--- src/rtl/gpio_irq_pkg.sv ---
// Package: shared constants and types for the GPIO edge interrupt block.
// Assumes: nothing beyond IEEE 1800-2017.
package gpio_irq_pkg;

    // Write target selector on the register interface.
    typedef enum logic {
        SEL_ENABLE = 1'b0,
        SEL_POLARITY = 1'b1
    } cfg_sel_e;

    // Direction-bit meaning.
    localparam logic POL_FALL = 1'b0;
    localparam logic POL_RISE = 1'b1;

endpackage

--- src/rtl/gpio_irq_sync.sv ---
// Module: multi-flop synchronizer for a bus of independent pin levels.
// Assumes: each bit is an independent slow level; no bus coherency needed.
module gpio_irq_sync #(
    parameter int NPINS = 8,
    parameter int STAGES = 2
) (
    input  logic             clk,
    input  logic             rst_n,
    input  logic [NPINS-1:0] din,
    output logic [NPINS-1:0] dout
);
    logic [NPINS-1:0] stage_q [STAGES];

    // Shift the raw levels through the chain of flops.
    always_ff @(posedge clk) begin
        if (!rst_n) begin
            for (int s = 0; s < STAGES; s++) stage_q[s] <= '0;
        end else begin
            stage_q[0] <= din;
            for (int s = 1; s < STAGES; s++) stage_q[s] <= stage_q[s-1];
        end
    end

    assign dout = stage_q[STAGES-1];
endmodule

--- src/rtl/gpio_irq_cfg.sv ---
// Module: per-pin enable and edge-direction registers.
// Assumes: single write strobe; both registers clear on reset.
module gpio_irq_cfg
    import gpio_irq_pkg::*;
#(
    parameter int NPINS = 8
) (
    input  logic             clk,
    input  logic             rst_n,
    input  logic             wr,
    input  logic             sel,
    input  logic [NPINS-1:0] wdata,
    output logic [NPINS-1:0] en_q,
    output logic [NPINS-1:0] pol_q
);
    // Load the selected register on a write strobe.
    always_ff @(posedge clk) begin
        if (!rst_n) begin
            en_q  <= '0;
            pol_q <= '0;
        end else if (wr) begin
            if (cfg_sel_e'(sel) == SEL_ENABLE) en_q  <= wdata;
            else                               pol_q <= wdata;
        end
    end
endmodule

--- src/rtl/gpio_irq_edge.sv ---
// Module: per-pin edge detector with direction select and enable gating.
// Assumes: lvl is already synchronized to clk.
module gpio_irq_edge #(
    parameter int NPINS = 8
) (
    input  logic             clk,
    input  logic             rst_n,
    input  logic [NPINS-1:0] lvl,
    input  logic [NPINS-1:0] en,
    input  logic [NPINS-1:0] pol,
    input  logic             main_en,
    output logic [NPINS-1:0] trig
);
    logic [NPINS-1:0] prev_q;

    // Remember last cycle's synchronized level.
    always_ff @(posedge clk) begin
        if (!rst_n) prev_q <= '0;
        else        prev_q <= lvl;
    end

    for (genvar i = 0; i < NPINS; i++) begin : g_pin
        logic rise_w;
        logic fall_w;
        // Form the selected edge for this pin.
        always_comb begin
            rise_w  = lvl[i] & ~prev_q[i];
            fall_w  = ~lvl[i] & prev_q[i];
            trig[i] = (pol[i] ? rise_w : fall_w) & en[i] & main_en;
        end
    end
endmodule

--- src/rtl/gpio_irq_lock.sv ---
// Module: shared pending flag and single-holder trigger lockout.
// Assumes: trig already qualified by enables; lvl synchronized.
module gpio_irq_lock #(
    parameter int NPINS = 8
) (
    input  logic             clk,
    input  logic             rst_n,
    input  logic [NPINS-1:0] trig,
    input  logic [NPINS-1:0] lvl,
    input  logic [NPINS-1:0] en,
    input  logic [NPINS-1:0] pol,
    input  logic             ack,
    output logic             pend_q,
    output logic             lock_valid,
    output logic             accept
);
    localparam int IDXW = (NPINS > 1) ? $clog2(NPINS) : 1;

    logic [IDXW-1:0] lock_idx_q;
    logic [IDXW-1:0] first_idx;
    logic            any_trig;
    logic            holder_active;
    logic            release_w;

    // Pick the lowest-index triggering pin.
    always_comb begin
        first_idx = '0;
        any_trig  = 1'b0;
        for (int i = 0; i < NPINS; i++) begin
            if (trig[i] && !any_trig) begin
                first_idx = IDXW'(i);
                any_trig  = 1'b1;
            end
        end
    end

    // Decide whether the recorded holder frees the lockout.
    always_comb begin
        holder_active = pol[lock_idx_q] ? lvl[lock_idx_q] : ~lvl[lock_idx_q];
        release_w     = ~holder_active | ~en[lock_idx_q];
        accept        = any_trig & ~lock_valid;
    end

    // Track the lockout holder.
    always_ff @(posedge clk) begin
        if (!rst_n) begin
            lock_valid <= 1'b0;
            lock_idx_q <= '0;
        end else if (accept) begin
            lock_valid <= 1'b1;
            lock_idx_q <= first_idx;
        end else if (lock_valid && release_w) begin
            lock_valid <= 1'b0;
        end
    end

    // Pending request: set by accepted edge, cleared by acknowledge.
    always_ff @(posedge clk) begin
        if (!rst_n)      pend_q <= 1'b0;
        else if (accept) pend_q <= 1'b1;
        else if (ack)    pend_q <= 1'b0;
    end
endmodule

--- src/rtl/gpio_irq_port.sv ---
// Module: top of the GPIO edge interrupt generator.
// Assumes: pin_async may be asynchronous; all other inputs are on clk.
module gpio_irq_port #(
    parameter int NPINS = 8,
    parameter int SYNC_STAGES = 2
) (
    input  logic             clk,
    input  logic             rst_n,
    input  logic [NPINS-1:0] pin_async,
    input  logic             main_en,
    input  logic             reg_wr,
    input  logic             reg_sel,
    input  logic [NPINS-1:0] reg_wdata,
    input  logic             ack,
    output logic [NPINS-1:0] cfg_en,
    output logic [NPINS-1:0] cfg_pol,
    output logic             irq
);
    logic [NPINS-1:0] lvl;
    logic [NPINS-1:0] trig;
    logic             pend_q;
    logic             lock_valid;
    logic             accept;

    gpio_irq_sync #(.NPINS(NPINS), .STAGES(SYNC_STAGES)) u_sync (
        .clk(clk), .rst_n(rst_n), .din(pin_async), .dout(lvl)
    );

    gpio_irq_cfg #(.NPINS(NPINS)) u_cfg (
        .clk(clk), .rst_n(rst_n), .wr(reg_wr), .sel(reg_sel),
        .wdata(reg_wdata), .en_q(cfg_en), .pol_q(cfg_pol)
    );

    gpio_irq_edge #(.NPINS(NPINS)) u_edge (
        .clk(clk), .rst_n(rst_n), .lvl(lvl), .en(cfg_en), .pol(cfg_pol),
        .main_en(main_en), .trig(trig)
    );

    gpio_irq_lock #(.NPINS(NPINS)) u_lock (
        .clk(clk), .rst_n(rst_n), .trig(trig), .lvl(lvl), .en(cfg_en),
        .pol(cfg_pol), .ack(ack), .pend_q(pend_q), .lock_valid(lock_valid),
        .accept(accept)
    );

    // Present the request only while the main enable is on.
    assign irq = pend_q & main_en;
endmodule

--- config.mk ---
export PLATFORM = sky130hd
export DESIGN_NAME = gpio_irq_port
export DESIGN_NICKNAME = d
export VERILOG_FILES = /design/src/rtl/gpio_irq_pkg.sv /design/src/rtl/gpio_irq_sync.sv /design/src/rtl/gpio_irq_cfg.sv /design/src/rtl/gpio_irq_edge.sv /design/src/rtl/gpio_irq_lock.sv /design/src/rtl/gpio_irq_port.sv
export SDC_FILE = /design/constraint.sdc
export NUM_CORES = 1
export LEC_CHECK = 0
export ABC_AREA = 1
export BUFFER_PORTS_ARGS = -buffer_cell sky130_fd_sc_hd__buf_2
export CAP_MARGIN = 0
export CORE_AREA = 2 2 71 73
export DETAILED_ROUTE_END_ITERATION = 10
export DIE_AREA = 0 0 73 75
export GPL_TIMING_DRIVEN = 1
export HOLD_SLACK_MARGIN = 0.02
export PLACE_DENSITY = 0.72
export SKIP_CTS_REPAIR_TIMING = 1
export SYNTH_ARGS = -nofsm -noshare
export SYNTH_HDL_FRONTEND = slang
export SYNTH_SLANG_ARGS = --single-unit
--- constraint.sdc ---
create_clock -name clk -period 1.3 [get_ports clk]
set_input_delay 0.065 -clock clk [delete_from_list [all_inputs] [get_ports clk]]
set_output_delay 0.065 -clock clk [all_outputs]
set_load 0.01 [all_outputs]
==> results of run 1 <==
-- kinds of logic (layout without fill, tap and decap cells) --
family / count (synthesis) / after routing
compound gates: 47 / 47
simple gates: 141 / 141
buf+inv: 66 / 125
flops: 45 / 45
-- through the flow --
stage	instances	hold slack (ns)	cell area [µm²]	utilization	setup WS, ns
finish	412	0.0170	2590	0.556	0.0218
global placement	393	0.244	2360	0.506	0.0414
CTS	401	-0.0559	2460	0.528	0.00567
floorplan	299	0.163	2070	-	0.113
global route	412	0.0255	2590	0.556	-0.0426
detailed placement	393	0.249	2360	0.506	0.00946
-- worst paths after layout --
check | startpoint | cells past startpoint | to
setup / recovery | u_sync.stage_q[0][12] | 10 | u_lock.lock_idx_q[0]
hold / removal | reg_wdata[1] | 3 | u_cfg.en_q[1]
setup reg to reg | u_sync.stage_q[0][12] | 10 | u_lock.lock_idx_q[0]
hold reg to reg | u_sync.stage_q[0][1] | 2 | u_sync.stage_q[0][9]
-- cell usage after synthesis, types with 2 or more instances --
master                      n
sky130_fd_sc_hd__buf_6      3
sky130_fd_sc_hd__nand2_4    2
sky130_fd_sc_hd__o211ai_1   2
sky130_fd_sc_hd__nand3b_1   3
sky130_fd_sc_hd__nand3_1   11
sky130_fd_sc_hd__clkbuf_1   5
sky130_fd_sc_hd__inv_1     53
sky130_fd_sc_hd__inv_2      4
sky130_fd_sc_hd__nor2_1    31
sky130_fd_sc_hd__nand2_1   80
sky130_fd_sc_hd__nand3_2    3
sky130_fd_sc_hd__a21oi_1   12
sky130_fd_sc_hd__o21ai_0   27
sky130_fd_sc_hd__a21oi_2    3
sky130_fd_sc_hd__dfxtp_1   45
sky130_fd_sc_hd__nand2_2    8
-- placed cells by master (no fill, tap or decap) --
cell type,count
sky130_fd_sc_hd__o21ai_0,22
sky130_fd_sc_hd__buf_6,1
sky130_fd_sc_hd__dlygate4sd3_1,9
sky130_fd_sc_hd__o21bai_1,1
sky130_fd_sc_hd__buf_2,38
sky130_fd_sc_hd__nor2_4,1
sky130_fd_sc_hd__a21oi_2,3
sky130_fd_sc_hd__buf_12,1
sky130_fd_sc_hd__nand3b_1,3
sky130_fd_sc_hd__inv_2,7
sky130_fd_sc_hd__nand2_4,2
sky130_fd_sc_hd__o211ai_1,2
sky130_fd_sc_hd__nor2_1,31
sky130_fd_sc_hd__buf_4,11
sky130_fd_sc_hd__nand2_1,77
sky130_fd_sc_hd__nand2_2,11
sky130_fd_sc_hd__o21a_1,1
sky130_fd_sc_hd__nand3_2,3
sky130_fd_sc_hd__inv_1,50
sky130_fd_sc_hd__clkinv_2,1
sky130_fd_sc_hd__dfxtp_1,33
sky130_fd_sc_hd__a21oi_1,12
sky130_fd_sc_hd__nand3_1,11
sky130_fd_sc_hd__dfxtp_2,12
sky130_fd_sc_hd__o21ai_1,6
sky130_fd_sc_hd__clkbuf_8,7
sky130_fd_sc_hd__nand3b_4,1
sky130_fd_sc_hd__or2_1,1
-- state kept, by name, indices dropped and copies added, names as in the netlist --
| signal | cells |
|---|---|
| u_lock.lock_idx_q | 3 |
| u_cfg.pol_q | 8 |
| u_lock.pend_q | 1 |
| u_edge.prev_q | 8 |
| u_cfg.en_q | 8 |
| u_lock.lock_valid | 1 |
| u_sync.stage_q | 16 |
-- worst min-delay path, stage by stage --
cell,delay (ns)
sky130_fd_sc_hd__buf_2,0.08
sky130_fd_sc_hd__nor2_1,0.04
sky130_fd_sc_hd__nor2_1,0.08
-- metal layers --
metal / vias to the layer above / wire length (µm) / share of wire / track usage
li1: 1020 / - / - / -
met3: 6 / 184 / 0.041 / 0.0361
met2: 46 / 2110 / 0.47 / 0.259
met5: - / 0 / 0 / 0
met4: 0 / 70 / 0.016 / 0.0782
met1: 853 / 2080 / 0.47 / 0.211
-- cell type report --
type | count | area share
repair buffers | 60 | 0.152
clock inverters | 1 | 0.00193
clock buffers | 7 | 0.0372
inverters | 57 | 0.0826
well taps | 54 | 0.0261
flip-flops and latches | 45 | 0.353
multi-input cells | 188 | 0.347
-- power groups by stage --
stage                     sequential, mW  clock, mW  combinational (mW)
after floorplan                     1.54          0               0.260
after global placement              1.53          0               0.409
after detailed placement            1.53          0               0.418
after CTS                           1.50      0.958               0.420
after global routing                1.52       1.01               0.511
final                               1.51      0.936               0.452
==> results.md, run 1 <==
| Parameter | This run | Unit |
|:---|:---|:---|
| Number of antenna violations at the first check in global routing | 0 | - |
| Mux contribution to synthesized area | 0 | - |
| CTS clock-pin slew for the worst setup and hold paths | 0.08 | ns |
| Area growth syn-to-layout | 25.4 | % |
| First-pass GRT wire length | 6950 | µm |
| Number of buffers inserted during clock tree synthesis | 5 | - |
| Final HPWL from detailed placement | 3210 | µm |
| Share of post-route cells with drive strength above 1 | 0.277 | - |
| Placer Congestion | 0.811 | - |
| Rows | 25 | - |
| Gate family responsible for the most delay along the worst path | simple AND/OR/NAND/NOR gates | - |
| Share of the synthesized area in the top cell type | 0.436 | - |
| Top-level I/O count | 39 | - |
| Buffer levels on the longest clock path | 2 | - |
| Count of buffering cells on the critical path with inverters included | 2 | - |
| Combinational fraction of design power | 0.156 | - |
| Cell occurring most often along the worst timing path | sky130_fd_sc_hd__nand2_2 | - |
| Largest clock skew in the final design | 0.00365 | ns |
| Share of synthesized cell area in full adder, half adder and majority cells | 0 | - |
| FMAX | 782 | MHz |
| Net count of the mapped netlist | 321 | - |
| Final Max Slew Viols | 0 | - |
| Worst Max-Slew Pin Slew | 0.532 | ns |
| Sequential share of power | 0.521 | - |
| Number of fill cells | 441 | - |
| Via count | 1925 | - |
| Delay of the slowest cell on the worst path | 0.32 | ns |
| Number of enable-type register cells in the synthesized netlist | 0 | - |
| Clock sink count | 45 | - |
| Final setup violation count | 0 | - |
| Xor-xnor portion of the synthesized cell area | 0 | - |
| Via count normalized by instance count | 4.67 | - |
| Seq cells post-synth | 45 | - |
| Largest cells by area after synthesis | sky130_fd_sc_hd__dfxtp_1 44%, sky130_fd_sc_hd__nand2_1 15%, sky130_fd_sc_hd__inv_1 9.6%, sky130_fd_sc_hd__o21ai_0 6.5%, sky130_fd_sc_hd__nor2_1 5.6% | - |
| Routed WL per cell | 10.8 | µm |
| Combinational family with the most area after synthesis | simple AND/OR/NAND/NOR gates | - |
| Final nets | 379 | - |
| Final Cycle Share | 0.983 | - |
| Outcome | completed | - |
| Warnings, synthesis | 0 | - |
| CTS Root Cell | sky130_fd_sc_hd__clkbuf_8 | - |
| Time the worst path needs with I/O delays and setup | 1.28 | ns |
| Part of the Yosys area used for sequential elements | 0.436 | - |
| Power density over the cells | 1120 | nW/µm² |
| Fraction of the mapped netlist area in simple logic gates | 0.307 | - |
| Setup repair after global routing missed its margin | true | - |
| Worst Setup Path Type | reg2reg | - |
| Number of global-route vias before repair | 1620 | - |
| IO Port Bufs | 38 | - |
| Critical path data arrival time | 1.46 | ns |
| Number of different library cells in the post-synthesis netlist | 23 | - |
| Largest fanout of any net on the critical path | 7 | - |
| Number of routed nets with antenna violations | 0 | - |
| Final-report hold violation count | 0 | - |
| Nature of the critical path startpoint | flip-flop | - |
| Final Power | 2.89 | mW |
| CTS tree | done | - |
| Antenna diodes | 0 | - |
| Final setup TNS | 0 | ns |
| Area taken by flip-flops and latches | 916 | µm² |
| DR pass1 iterations | 4 | - |
| Chain of cells forming the critical path | inv_1 > nand2_1 > a21oi_2 > nand2_2 > nand2_2 > inv_2 > nand3_2 > nand2_4 > a21oi_1 > nor2_1 | - |
| Part of the power in the clock network | 0.323 | - |
| Number of DRC violations after detailed-routing iteration 0 | 115 | - |
| Maxcap violations | 0 | - |
| Combined area of all synthesized cells | 2070 | µm² |
| Async SR Flop Fraction | 0 | - |
| R2R setup slack | 0.02 | ns |
| Starting Density | 0.443 | - |
| Worst min path class | in2reg | - |
| Die area | 5480 | µm² |
| Ys flop type | sky130_fd_sc_hd__dfxtp_1 | - |
| Area of combinational cells with multiple inputs | 898 | µm² |
| Drc violations | 0 | - |
| Avg Inst Size Synth | 6.91 | µm² |
| Number of H-tree levels | 2 | - |
| Sw Pwr | 758 | µW |
| Skew-Pair Late Insertion Delay | 0.29 | ns |
| Internal portion of total power | 2.14 | mW |
| Drt total wl | 4450 | µm |
| Area inside the core boundary | 4660 | µm² |
| Synthesized-area fraction occupied by ao, oa, aoi and oai cells | 0.124 | - |
| Post-Syn Instances | 299 | - |
| Vertical die dimension | 75 | µm |
| Total track usage | 0.163 | - |
| Sw frac | 0.262 | - |
| Critical Path RT | 1.48 | ns |
| Pin count of the biggest net entering global routing | 26 | - |
| Post-synth top area cell | sky130_fd_sc_hd__dfxtp_1 | - |
| Worst VDD drop | 0.816 | mV |
| Leakage dissipation | 1.38 | nW |
| Remaining global-route overflow | 0 | - |
| Endpoint class of the critical path | flip-flop | - |
| Worst slew margin | 0.645 | - |
| Die X | 73 | µm |
| Crit-path slowest cell | sky130_fd_sc_hd__dfxtp_1 | - |
(Power assumes the default switching activity.)
==> run 2: changes to the inputs <==
- PLACE_DENSITY: 0.72 -> not set
- PLACE_DENSITY_LB_ADDON: not set -> 0.3
==> results.md, run 2 (synthesis gave the netlist of run 1 again) <==
| Parameter | This run | Unit | Change |
|:---|:---|:---|:---|
| Outcome | finished with violations | - |  |
| Failing checks | negative hold slack, negative setup slack | - |  |
| Routed WL per cell | 11.4 | µm | +5.4% |
| Worst Setup Path Type | reg2reg | - |  |
| Vertical die dimension | 75 | µm | unchanged |
| Rows | 25 | - | unchanged |
| Skew-Pair Late Insertion Delay | 0.30 | ns | about the same |
| Cell occurring most often along the worst timing path | sky130_fd_sc_hd__nand2_2 | - |  |
| Area inside the core boundary | 4660 | µm² | unchanged |
| Number of routed nets with antenna violations | 0 | - | unchanged |
| Commonest cells after routing, fill and taps aside | 73 x sky130_fd_sc_hd__nand2_1, 47 x sky130_fd_sc_hd__inv_1, 38 x sky130_fd_sc_hd__buf_2, 31 x sky130_fd_sc_hd__nor2_1, 30 x sky130_fd_sc_hd__dfxtp_1 | - |  |
| Pin count of the biggest net entering global routing | 20 | - | -23% |
| Maxcap violations | 0 | - | unchanged |
| Fin cells | 424 | - | +2.9% |
| R2R setup slack | -0.03 | ns | -0.05 ns |
| Number of DRC violations after detailed-routing iteration 0 | 111 | - | -3.5% |
| Worst Max-Slew Pin Slew | 0.530 | ns | -0.00141 ns |
| IO Port Bufs | 38 | - | unchanged |
| Final Cycle Share | 1.02 | - | +0.0377 |
| Final setup violation count | 2 | - | +2 |
| Largest clock skew in the final design | 0.00399 | ns | +0.000347 ns |
| Crit-path slowest cell | sky130_fd_sc_hd__dfxtp_2 | - |  |
| DR pass1 iterations | 4 | - | unchanged |
| Time the worst path needs with I/O delays and setup | 1.33 | ns | +0.0490 ns |
| Power density over the cells | 1140 | nW/µm² | +1.9% |
| First-pass GRT wire length | 7740 | µm | +11% |
| Via count | 1968 | - | +2.2% |
| Worst VDD drop | 0.712 | mV | -13% |
| Share of post-route cells with drive strength above 1 | 0.332 | - | +0.0559 |
| Nature of the critical path startpoint | flip-flop | - |  |
| FMAX | 753 | MHz | -3.7% |
| Final nets | 391 | - | +3.2% |
| Number of H-tree levels | 2 | - | unchanged |
| Number of global-route vias before repair | 1770 | - | +9.3% |
| CTS tree | done | - |  |
| Final HPWL from detailed placement | 3440 | µm | +7.0% |
| Total track usage | 0.186 | - | +0.0234 |
| CTS Root Cell | sky130_fd_sc_hd__clkbuf_8 | - |  |
| Top-level I/O count | 39 | - | unchanged |
| Via count normalized by instance count | 4.64 | - | -0.66% |
| Drc violations | 0 | - | unchanged |
| Worst min path class | in2reg | - |  |
| Number of buffers inserted during clock tree synthesis | 5 | - | unchanged |
| Buffer levels on the longest clock path | 2 | - | unchanged |
| Die X | 73 | µm | unchanged |
| Worst slew margin | 0.646 | - | +0.000943 |
| Final-report hold violation count | 2 | - | +2 |
| Largest fanout of any net on the critical path | 4 | - | -3 |
| Final Max Slew Viols | 0 | - | unchanged |
| Register bank with the most flops | u_sync.stage_q | - |  |
| Die area | 5480 | µm² | unchanged |
| Antenna diodes | 0 | - | unchanged |
| Tightest hold margin | -0.00525 | ns | -0.0222 ns |
| Most common cell after layout, fill and taps aside | sky130_fd_sc_hd__nand2_1 | - |  |
| Chain of cells forming the critical path | inv_2 > o21ai_2 > nand3_2 > nand2_2 > nor2_4 > buf_4 > nand2_1 > nand2_2 > a21oi_2 > nor2_1 | - |  |
| Remaining global-route overflow | 0 | - | unchanged |
| CTS clock-pin slew for the worst setup and hold paths | 0.08 | ns | about the same |
| Critical Path RT | 1.50 | ns | +0.02 ns |
| Starting Density | 0.443 | - | unchanged |
| Final Power | 3.10 | mW | +7.2% |
| Critical path data arrival time | 1.52 | ns | +0.06 ns |
| Leakage dissipation | 1.44 | nW | +4.7% |
| Endpoint class of the critical path | flip-flop | - |  |
| Final critical-path setup slack | -0.0272 | ns | -0.0490 ns |
| Delay of the slowest cell on the worst path | 0.33 | ns | about the same |
| Area growth syn-to-layout | 31.9 | % |  |
| Placer Congestion | 0.858 | - | +5.8% |
| Flip-flop count of the largest register after layout | 16 | - | unchanged |
| Number of placed instances with taps included | 398 | - | +1.3% |
| Drt total wl | 4830 | µm | +8.4% |
| Setup repair after global routing missed its margin | true | - |  |
| Clock sink count | 45 | - | unchanged |
| Number of antenna violations at the first check in global routing | 0 | - | unchanged |
[run 2: cell count changes in the layout (fill, tap and decap cells not counted), moves of 3 or more]
cell,before,now
sky130_fd_sc_hd__inv_1,50,47
sky130_fd_sc_hd__dfxtp_1,33,30
sky130_fd_sc_hd__nand2_1,77,73
sky130_fd_sc_hd__inv_2,7,10
sky130_fd_sc_hd__nand2_2,11,15
sky130_fd_sc_hd__buf_4,11,23
sky130_fd_sc_hd__dfxtp_2,12,15
[run 2: layout make-up]
class,count,area [µm²]
Inverter,57,214
Tap cell,54,67.6
Timing Repair Buffer,72,483
Clock inverter,2,37.5
Multi-Input combinational cell,188,921
Clock buffer,6,82.6
Sequential cell,45,920
Fill cell,449,1940
[run 2: stage by stage]
step                utilization  worst slack (ns)  area, µm²  setup TNS (ns)
global placement          0.514           -0.0367       2400         -0.0367
floorplan                     -             0.113       2070               0
detailed placement        0.514           -0.0389       2400         -0.0389
CTS                       0.540           -0.0534       2520         -0.0534
global route              0.585           -0.0841       2730          -0.324
finish                    0.585           -0.0272       2730         -0.0348
[run 2: path summary, 6_finish.rpt]
check / from / end / cells after the start
max: u_edge.prev_q[3] / u_lock.lock_idx_q[0] / 10
min reg2reg: u_sync.stage_q[0][6] / u_sync.stage_q[0][14] / 2
min: reg_wdata[2] / u_cfg.en_q[2] / 3
max reg2reg: u_edge.prev_q[3] / u_lock.lock_idx_q[0] / 10
[run 2: power by group]
| group | leakage [nW] | internal, mW | switching (mW) |
|---|---|---|---|
| Clock | 0.0574 | 0.625 | 0.480 |
| Sequential | 0.376 | 1.46 | 0.0503 |
| Combinational | 1.01 | 0.221 | 0.269 |
| Total | 1.44 | 2.30 | 0.800 |
[run 2: worst max-delay path, delay by kind of cell (launching register included)]
family	cells	cell delay, ns
AND/OR/NAND/NOR	6	0.43
flip-flops	1	0.33
AO/OA/AOI/OAI	2	0.30
buffers and inverters	2	0.16
[run 2: metal layers]
metal,part of all wire,vias to the layer above,global-route usage
li1,-,1047,-
met1,0.46,880,0.225
met2,0.50,35,0.325
met3,0.036,6,0.0415
met4,0.013,0,0.0700
met5,0,-,0
